===== src/rtl/shift_agc_pkg.sv =====
package shift_agc_pkg;
  localparam int GAIN_W = 4;
  localparam int STEP_W = 3;

  typedef logic signed [GAIN_W-1:0] gain_t;

  localparam gain_t GAIN_MAX = 4'sd7;
  localparam gain_t GAIN_MIN = -4'sd7;

  // limit a widened gain sum to the legal -7..+7 range
  function automatic gain_t gain_limit(input logic signed [5:0] v);
    if (v > 6'sd7)       return GAIN_MAX;
    else if (v < -6'sd7) return GAIN_MIN;
    else                 return v[3:0];
  endfunction

  // step the gain up or down; the sign bit is replicated when widening
  function automatic gain_t gain_step(input gain_t g, input logic [STEP_W-1:0] s,
                                      input logic up);
    logic signed [5:0] gw;
    logic signed [5:0] sw;
    gw = {{2{g[GAIN_W-1]}}, g};
    sw = {3'b000, s};
    return gain_limit(up ? (gw + sw) : (gw - sw));
  endfunction

  // manual code 1000 has no positive mirror, read it as -7
  function automatic gain_t gain_sanitize(input gain_t g);
    return (g == 4'sb1000) ? GAIN_MIN : g;
  endfunction
endpackage


===== src/rtl/agc_scaler.sv =====
module agc_scaler
  import shift_agc_pkg::*;
#(
  parameter int DW = 16
) (
  input  logic                 clk,
  input  logic                 rst_n,
  input  logic                 in_valid,
  input  logic signed [DW-1:0] in_i,
  input  logic signed [DW-1:0] in_q,
  input  gain_t                gain,
  output logic                 out_valid,
  output logic signed [DW-1:0] out_i,
  output logic signed [DW-1:0] out_q,
  output logic        [DW-1:0] mag_now,
  output logic                 clip_now
);
  localparam int EW = DW + 8;
  localparam logic signed [EW-1:0] MAXV = {{(EW-DW+1){1'b0}}, {(DW-1){1'b1}}};
  localparam logic signed [EW-1:0] MINV = {{(EW-DW+1){1'b1}}, {(DW-1){1'b0}}};

  function automatic logic signed [EW-1:0] shift_ext(input logic signed [DW-1:0] x,
                                                     input gain_t g);
    logic signed [EW-1:0] e;
    logic [3:0] ng;
    e = {{(EW-DW){x[DW-1]}}, x};
    if (!g[GAIN_W-1]) begin
      return e <<< g[2:0];
    end
    ng = ~g + 4'd1;
    return e >>> ng[2:0];
  endfunction

  function automatic logic is_clip(input logic signed [EW-1:0] e);
    return (e > MAXV) || (e < MINV);
  endfunction

  function automatic logic signed [DW-1:0] clamp(input logic signed [EW-1:0] e);
    if (e > MAXV)      return MAXV[DW-1:0];
    else if (e < MINV) return MINV[DW-1:0];
    else               return e[DW-1:0];
  endfunction

  function automatic logic [DW-1:0] magnitude(input logic signed [DW-1:0] x);
    return x[DW-1] ? (~x + 1'b1) : x;
  endfunction

  logic signed [EW-1:0] wide_i, wide_q;
  logic signed [DW-1:0] sc_i, sc_q;
  logic [DW-1:0] mag_i, mag_q;

  always_comb begin
    wide_i   = shift_ext(in_i, gain);
    wide_q   = shift_ext(in_q, gain);
    sc_i     = clamp(wide_i);
    sc_q     = clamp(wide_q);
    clip_now = is_clip(wide_i) || is_clip(wide_q);
    mag_i    = magnitude(sc_i);
    mag_q    = magnitude(sc_q);
    mag_now  = (mag_i > mag_q) ? mag_i : mag_q;
  end

  always_ff @(posedge clk) begin
    if (!rst_n) begin
      out_valid <= 1'b0;
      out_i     <= '0;
      out_q     <= '0;
    end else begin
      out_valid <= in_valid;
      if (in_valid) begin
        out_i <= sc_i;
        out_q <= sc_q;
      end
    end
  end

  p_valid_latency_r3: assert property (@(posedge clk) disable iff (!rst_n)
    in_valid |=> out_valid);
  p_idle_latency_r3: assert property (@(posedge clk) disable iff (!rst_n)
    !in_valid |=> !out_valid);
endmodule


===== src/rtl/agc_frame_meter.sv =====
module agc_frame_meter #(
  parameter int DW    = 16,
  parameter int SAT_W = 8
) (
  input  logic             clk,
  input  logic             rst_n,
  input  logic             in_valid,
  input  logic             frame_end,
  input  logic [DW-1:0]    mag_now,
  input  logic             clip_now,
  output logic [DW-1:0]    peak_incl,
  output logic [SAT_W-1:0] clips_incl,
  output logic [DW-1:0]    snap_peak,
  output logic [SAT_W-1:0] snap_clips,
  output logic             sat_flag
);
  localparam logic [SAT_W-1:0] CNT_TOP = '1;

  logic [DW-1:0]    acc_peak;
  logic [SAT_W-1:0] acc_clips;

  // frame totals including the current cycle's sample, used at the boundary
  always_comb begin
    peak_incl  = acc_peak;
    clips_incl = acc_clips;
    if (in_valid) begin
      if (mag_now > acc_peak) peak_incl = mag_now;
      if (clip_now && acc_clips != CNT_TOP) clips_incl = acc_clips + 1'b1;
    end
  end

  always_ff @(posedge clk) begin
    if (!rst_n) begin
      acc_peak   <= '0;
      acc_clips  <= '0;
      snap_peak  <= '0;
      snap_clips <= '0;
      sat_flag   <= 1'b0;
    end else if (frame_end) begin
      snap_peak  <= peak_incl;
      snap_clips <= clips_incl;
      sat_flag   <= (clips_incl != '0);
      acc_peak   <= '0;
      acc_clips  <= '0;
    end else begin
      acc_peak   <= peak_incl;
      acc_clips  <= clips_incl;
    end
  end

  p_frame_clear_r5: assert property (@(posedge clk) disable iff (!rst_n)
    frame_end |=> (acc_peak == '0 && acc_clips == '0));
  p_flag_matches_r10: assert property (@(posedge clk) disable iff (!rst_n)
    sat_flag == (snap_clips != '0));
endmodule


===== src/rtl/agc_gain_ctrl.sv =====
module agc_gain_ctrl
  import shift_agc_pkg::*;
#(
  parameter int DW     = 16,
  parameter int SAT_W  = 8,
  parameter int HOLD_W = 4
) (
  input  logic              clk,
  input  logic              rst_n,
  input  logic              frame_end,
  input  logic              auto_en,
  input  gain_t             manual_gain,
  input  logic [STEP_W-1:0] attack,
  input  logic [STEP_W-1:0] decay,
  input  logic [HOLD_W-1:0] holdoff,
  input  logic [DW-1:0]     target,
  input  logic [DW-1:0]     frame_peak,
  input  logic [SAT_W-1:0]  frame_clips,
  output gain_t             gain,
  output logic              auto_q
);
  localparam logic [HOLD_W-1:0] QUIET_TOP = '1;

  logic [HOLD_W-1:0] quiet_cnt;
  logic loud;
  logic ev_attack, ev_quiet, ev_decay;

  assign loud      = (frame_clips != '0) || (frame_peak > target);
  assign ev_attack = auto_en && frame_end && loud;
  assign ev_quiet  = auto_en && frame_end && !loud;
  assign ev_decay  = ev_quiet && (quiet_cnt >= holdoff);

  always_ff @(posedge clk) begin
    if (!rst_n) begin
      gain      <= '0;
      quiet_cnt <= '0;
      auto_q    <= 1'b0;
    end else begin
      auto_q <= auto_en;
      if (!auto_en) begin
        gain      <= gain_sanitize(manual_gain);
        quiet_cnt <= '0;
      end else if (ev_attack) begin
        gain      <= gain_step(gain, attack, 1'b0);
        quiet_cnt <= '0;
      end else if (ev_decay) begin
        gain      <= gain_step(gain, decay, 1'b1);
        quiet_cnt <= '0;
      end else if (ev_quiet && quiet_cnt != QUIET_TOP) begin
        quiet_cnt <= quiet_cnt + 1'b1;
      end
    end
  end

  p_gain_range_r1: assert property (@(posedge clk) disable iff (!rst_n)
    gain != 4'sb1000);
  p_hold_midframe_r8: assert property (@(posedge clk) disable iff (!rst_n)
    (auto_en && !frame_end) |=> $stable(gain));
  p_attack_down_r6: assert property (@(posedge clk) disable iff (!rst_n)
    ev_attack |=> (gain <= $past(gain)));
  p_decay_up_r7: assert property (@(posedge clk) disable iff (!rst_n)
    ev_decay |=> (gain >= $past(gain)));
  p_manual_follow_r9: assert property (@(posedge clk) disable iff (!rst_n)
    (!auto_en && manual_gain != 4'sb1000) |=> (gain == $past(manual_gain)));
endmodule


===== src/rtl/shift_agc.sv =====
module shift_agc
  import shift_agc_pkg::*;
#(
  parameter int DW     = 16,
  parameter int SAT_W  = 8,
  parameter int HOLD_W = 4
) (
  input  logic                       clk,
  input  logic                       rst_n,
  input  logic                       in_valid,
  input  logic signed [DW-1:0]       in_i,
  input  logic signed [DW-1:0]       in_q,
  input  logic                       frame_end,
  input  logic                       cfg_auto_en,
  input  logic [DW-1:0]              cfg_target,
  input  logic [2:0]                 cfg_attack,
  input  logic [2:0]                 cfg_decay,
  input  logic [HOLD_W-1:0]          cfg_holdoff,
  input  logic [3:0]                 cfg_manual_gain,
  output logic                       out_valid,
  output logic signed [DW-1:0]       out_i,
  output logic signed [DW-1:0]       out_q,
  output logic                       sat_flag,
  output logic [DW+SAT_W+4:0]        status_word
);
  gain_t            gain;
  logic             auto_q;
  logic [DW-1:0]    mag_now;
  logic             clip_now;
  logic [DW-1:0]    peak_incl, snap_peak;
  logic [SAT_W-1:0] clips_incl, snap_clips;

  agc_scaler #(.DW(DW)) u_scaler (
    .clk(clk), .rst_n(rst_n), .in_valid(in_valid), .in_i(in_i), .in_q(in_q),
    .gain(gain), .out_valid(out_valid), .out_i(out_i), .out_q(out_q),
    .mag_now(mag_now), .clip_now(clip_now)
  );

  agc_frame_meter #(.DW(DW), .SAT_W(SAT_W)) u_meter (
    .clk(clk), .rst_n(rst_n), .in_valid(in_valid), .frame_end(frame_end),
    .mag_now(mag_now), .clip_now(clip_now), .peak_incl(peak_incl),
    .clips_incl(clips_incl), .snap_peak(snap_peak), .snap_clips(snap_clips),
    .sat_flag(sat_flag)
  );

  agc_gain_ctrl #(.DW(DW), .SAT_W(SAT_W), .HOLD_W(HOLD_W)) u_gain (
    .clk(clk), .rst_n(rst_n), .frame_end(frame_end), .auto_en(cfg_auto_en),
    .manual_gain(cfg_manual_gain), .attack(cfg_attack), .decay(cfg_decay),
    .holdoff(cfg_holdoff), .target(cfg_target), .frame_peak(peak_incl),
    .frame_clips(clips_incl), .gain(gain), .auto_q(auto_q)
  );

  // R11 packing: enable | gain | clip count | peak
  assign status_word = {auto_q, gain, snap_clips, snap_peak};
endmodule


===== config.mk =====
export PLATFORM = sky130hd
export DESIGN_NAME = shift_agc
export DESIGN_NICKNAME = d
export VERILOG_FILES = /design/src/rtl/shift_agc_pkg.sv /design/src/rtl/agc_scaler.sv /design/src/rtl/agc_frame_meter.sv /design/src/rtl/agc_gain_ctrl.sv /design/src/rtl/shift_agc.sv
export SDC_FILE = /design/constraint.sdc
export NUM_CORES = 1
export LEC_CHECK = 0
export BUFFER_PORTS_ARGS = -buffer_cell sky130_fd_sc_hd__buf_2
export CAP_MARGIN = 20
export CORE_ASPECT_RATIO = 1.2
export CORE_MARGIN = 2
export CORE_UTILIZATION = 59
export CTS_CLUSTER_DIAMETER = 150
export DETAILED_ROUTE_END_ITERATION = 16
export PLACE_DENSITY = 0.83
export SLEW_MARGIN = 10
export SYNTH_ARGS = -nofsm -noshare
export SYNTH_HDL_FRONTEND = slang
export SYNTH_SLANG_ARGS = --single-unit
export TNS_END_PERCENT = 5

===== constraint.sdc =====
create_clock -name clk -period 11.7 [get_ports clk]
set_input_delay 2.34 -clock clk [delete_from_list [all_inputs] [get_ports clk]]
set_output_delay 2.34 -clock clk [all_outputs]
set_load 0.01 [all_outputs]

==> reports/results.ini <==
[route]
routed_wl_um = 30450
num_vias = 10100
wl_per_cell_um = 19.74
highest_layer = met4
avgViaCountPerCell = 6.544
wl_met1_um = 13020
initialDrtViolationCount = 1141
route.met2.wl_um = 14480
firstDrtPassIters = 5
antenna_left = 0
wl_met3_um = 1912
drc = 0

[place]
dp_hpwl_um = 23000
placed_area_um2 = 10980
placement.io_buffers = 129
place.gp.congestion = 0.9566

[clock_network]
htree_levels = 3
clock_latency_ps = 350
cts_tree = built
cts_buffers = 9
root_buffer = clkbuf_16
path_clk_slew_ps = 70
hold_buffers = 0
cts_buffer_depth = 2
numClockSinks = 91

[run]
drv_cap = 0

[hold_path]
hold_path_class = flop to flop

[die]
coreArea_um2 = 17310
die_height_um = 148.9
start_util = 0.5965
row_count = 53
dieArea_um2 = 18580
die_w_um = 124.8
pin_count = 130

[final_layout]
nets = 1450
regArea_um2 = 1829
diodes = 0
multi_input_area_um2 = 7761
finalInstanceArea_um2 = 11300
drive_gt1_frac = 0.2411
fillCellCount = 1476
syn2layout_area_growth_pct = 9.476

[power]
combPwrFrac = 0.746
p_total_uw = 2836
p_int_uw = 1417
pwr-share-clk = 0.102
swShare = 0.5004
pwr_density_cell_nw_per_um2 = 250.9
max-vdd-ir-drop_v = 0.0002224
pwr-share-seq = 0.152
p_leak_uw = 0.004878
p_switching_uw = 1419

[global_route]
grt_pass1_wl_um = 48800
grt_max_degree = 72
grt_pass1_vias = 9282
grt_overflow = 0
antenna_found_initial = 0
track_usage = 0.3183

[critical_path]
cp_common_cell = a21oi_1
cp_data_required_time_ps = 11960
start_kind = input pin
crit_fanout = 27
cp_slowest_stage_delay_ps = 480
crit_path_end_kind = flop
worstSetupPathType = input pin to flop
slowest_stage = mux4_2
arrival_ps = 11080

[logic_synthesis]
ys_types = 111
yosys_warnings = 0
seq_area_frac_synth = 0.1764
syn_inst = 1245
syn-num-nets = 1377
ys.flop_type = dfxtp_1
synth-edff-count = 0
avgSynthCellArea_um2 = 8.293
synth_area_um2 = 10320
ys_ff_latch = 91
async_flop_share = 0

[sta]
slew_headroom = 0.3724
drv_slew = 0
setup_viol = 0
rsz0062_at_grt = no
period_share = 0.9241
period_needed_ps = 10810
skew_ps = 8.460
hold_violations = 0
tightest_slew_ps = 929.6
final.setup.tns_ps = 0
fmaxAchievable_ghz = 0.09249

[run_status]
outcome = finished, final reports clean

## worst paths after layout
check                              from               endpoint  slack (ps)  cells past startpoint
setup / recovery               in_i[13]         u_gain.gain[2]         890                     39
setup reg to reg         u_gain.gain[0]         u_gain.gain[2]        1600                     40
hold reg to reg   u_meter.snap_peak[11]  u_meter.snap_peak[11]         460                      2
hold / removal    u_meter.snap_peak[11]  u_meter.snap_peak[11]         460                      2
## what timing repair did
action	4_1_cts	5_1_grt
setup endpoints to repair	0	3
setup buffers	0	4
resized for setup	0	0
## cells by family (layout without fill, tap and decap cells)
family | Yosys count | after routing | share of synthesized area
multiplexers | 165 | 165 | 0.2231
buffers and inverters | 170 | 248 | 0.07356
flip-flops | 91 | 91 | 0.1764
AO/OA/AOI/OAI | 349 | 349 | 0.2447
adder cells (fa/ha/maj) | 67 | 67 | 0.08216
XOR/XNOR | 28 | 28 | 0.02375
AND/OR/NAND/NOR | 375 | 375 | 0.1763
## layer usage
layer	GRT usage	up-vias
met4	0.1253	0
met1	0.4269	4791
met5	0	-
met3	0.02726	68
li1	-	4791
met2	0.5347	447
## layout make-up
type                       instances  area share
timing repair buffer             156     0.07616
clock buffer                       9     0.01992
tap                              220     0.02435
inverter                          76     0.02524
sequential                        91      0.1618
clock inverter                     7    0.005867
multi-input combinational        984      0.6866
## sequential cells by signal, summed over array words and instances, names as in the netlist
name	cells
u_meter.acc_clips	8
u_meter.snap_clips	8
u_meter.acc_peak	16
u_meter.snap_peak	16
u_scaler.out_i	16
u_scaler.out_q	16
u_gain.gain	4
u_scaler.out_valid	1
u_meter.sat_flag	1
u_gain.auto_q	1
u_gain.quiet_cnt	4
## Yosys cell counts, types with 7 or more instances
cell type | n | area share
nor2_1 | 122 | 0.044
dfxtp_1 | 91 | 0.18
nand2_1 | 89 | 0.032
a21oi_1 | 80 | 0.039
inv_1 | 71 | 0.026
mux2i_1 | 67 | 0.065
ha_1 | 63 | 0.076
o21ai_0 | 53 | 0.026
mux2_2 | 47 | 0.051
clkbuf_1 | 46 | 0.017
mux4_2 | 40 | 0.087
a211oi_1 | 26 | 0.019
buf_2 | 25 | 0.012
nor3_1 | 25 | 0.012
a31oi_1 | 24 | 0.015
nand3_1 | 24 | 0.012
a21o_1 | 20 | 0.015
and2_1 | 20 | 0.012
xnor2_1 | 19 | 0.016
nand4_1 | 18 | 0.011
o211ai_1 | 18 | 0.013
nand2b_1 | 14 | 0.0085
o21a_1 | 14 | 0.010
nor2b_1 | 13 | 0.0079
and3_1 | 12 | 0.0073
buf_6 | 9 | 0.0098
xor2_1 | 9 | 0.0076
buf_1 | 8 | 0.0029
nor4_1 | 8 | 0.0048
o221ai_1 | 8 | 0.0068
o211a_1 | 7 | 0.0068
## power by group through the flow
stage | clock [uW] | sequential, uW | combinational (uW)
finish | 288 | 432 | 2120
global route | 304 | 441 | 2320
CTS | 290 | 431 | 2070
detailed placement | 0 | 437 | 2050
global placement | 0 | 435 | 2010
floorplan | 0 | 432 | 1550
## per-stage QoR
step	utilization	std cells	hold WS, ps	setup WS (ps)
3_5_place_dp	0.6345	1523	457.3	412.3
3_3_place_gp	0.6345	1523	452.7	696.4
6_report	0.6531	1543	462.1	888.5
2_1_floorplan	-	1245	480.8	1135
4_1_cts	0.6513	1539	465.8	693.9
5_1_grt	0.6531	1543	485.7	170.1
## placed cells by master, fill, tap and decap left out, drive strengths merged, types with 9 or more instances in the layout
| master | Yosys | routed |
|---|---|---|
| buf | 48 | 156 |
| nor2 | 125 | 125 |
| dfxtp | 91 | 91 |
| nand2 | 89 | 89 |
| a21oi | 83 | 83 |
| inv | 75 | 79 |
| mux2i | 71 | 71 |
| ha | 63 | 63 |
| o21ai | 57 | 57 |
| mux2 | 51 | 51 |
| mux4 | 43 | 43 |
| a211oi | 28 | 28 |
| nor3 | 25 | 25 |
| nand3 | 25 | 25 |
| a31oi | 24 | 24 |
| and2 | 23 | 23 |
| a21o | 21 | 21 |
| o211ai | 19 | 19 |
| xnor2 | 19 | 19 |
| nand4 | 18 | 18 |
| nand2b | 14 | 14 |
| o21a | 14 | 14 |
| nor2b | 13 | 13 |
| and3 | 12 | 12 |
| clkbuf | 46 | 9 |
| o221ai | 9 | 9 |
| xor2 | 9 | 9 |
## worst max-delay path: cells and delay by family
family          cells  cell delay (ps)
simple gates        7             1530
xor+xnor            1              360
fa+ha+maj           4             1240
mux                 5             1800
buf+inv             5              960
compound gates     17             2820
No activity file was read; power rests on OpenSTA's default activity.
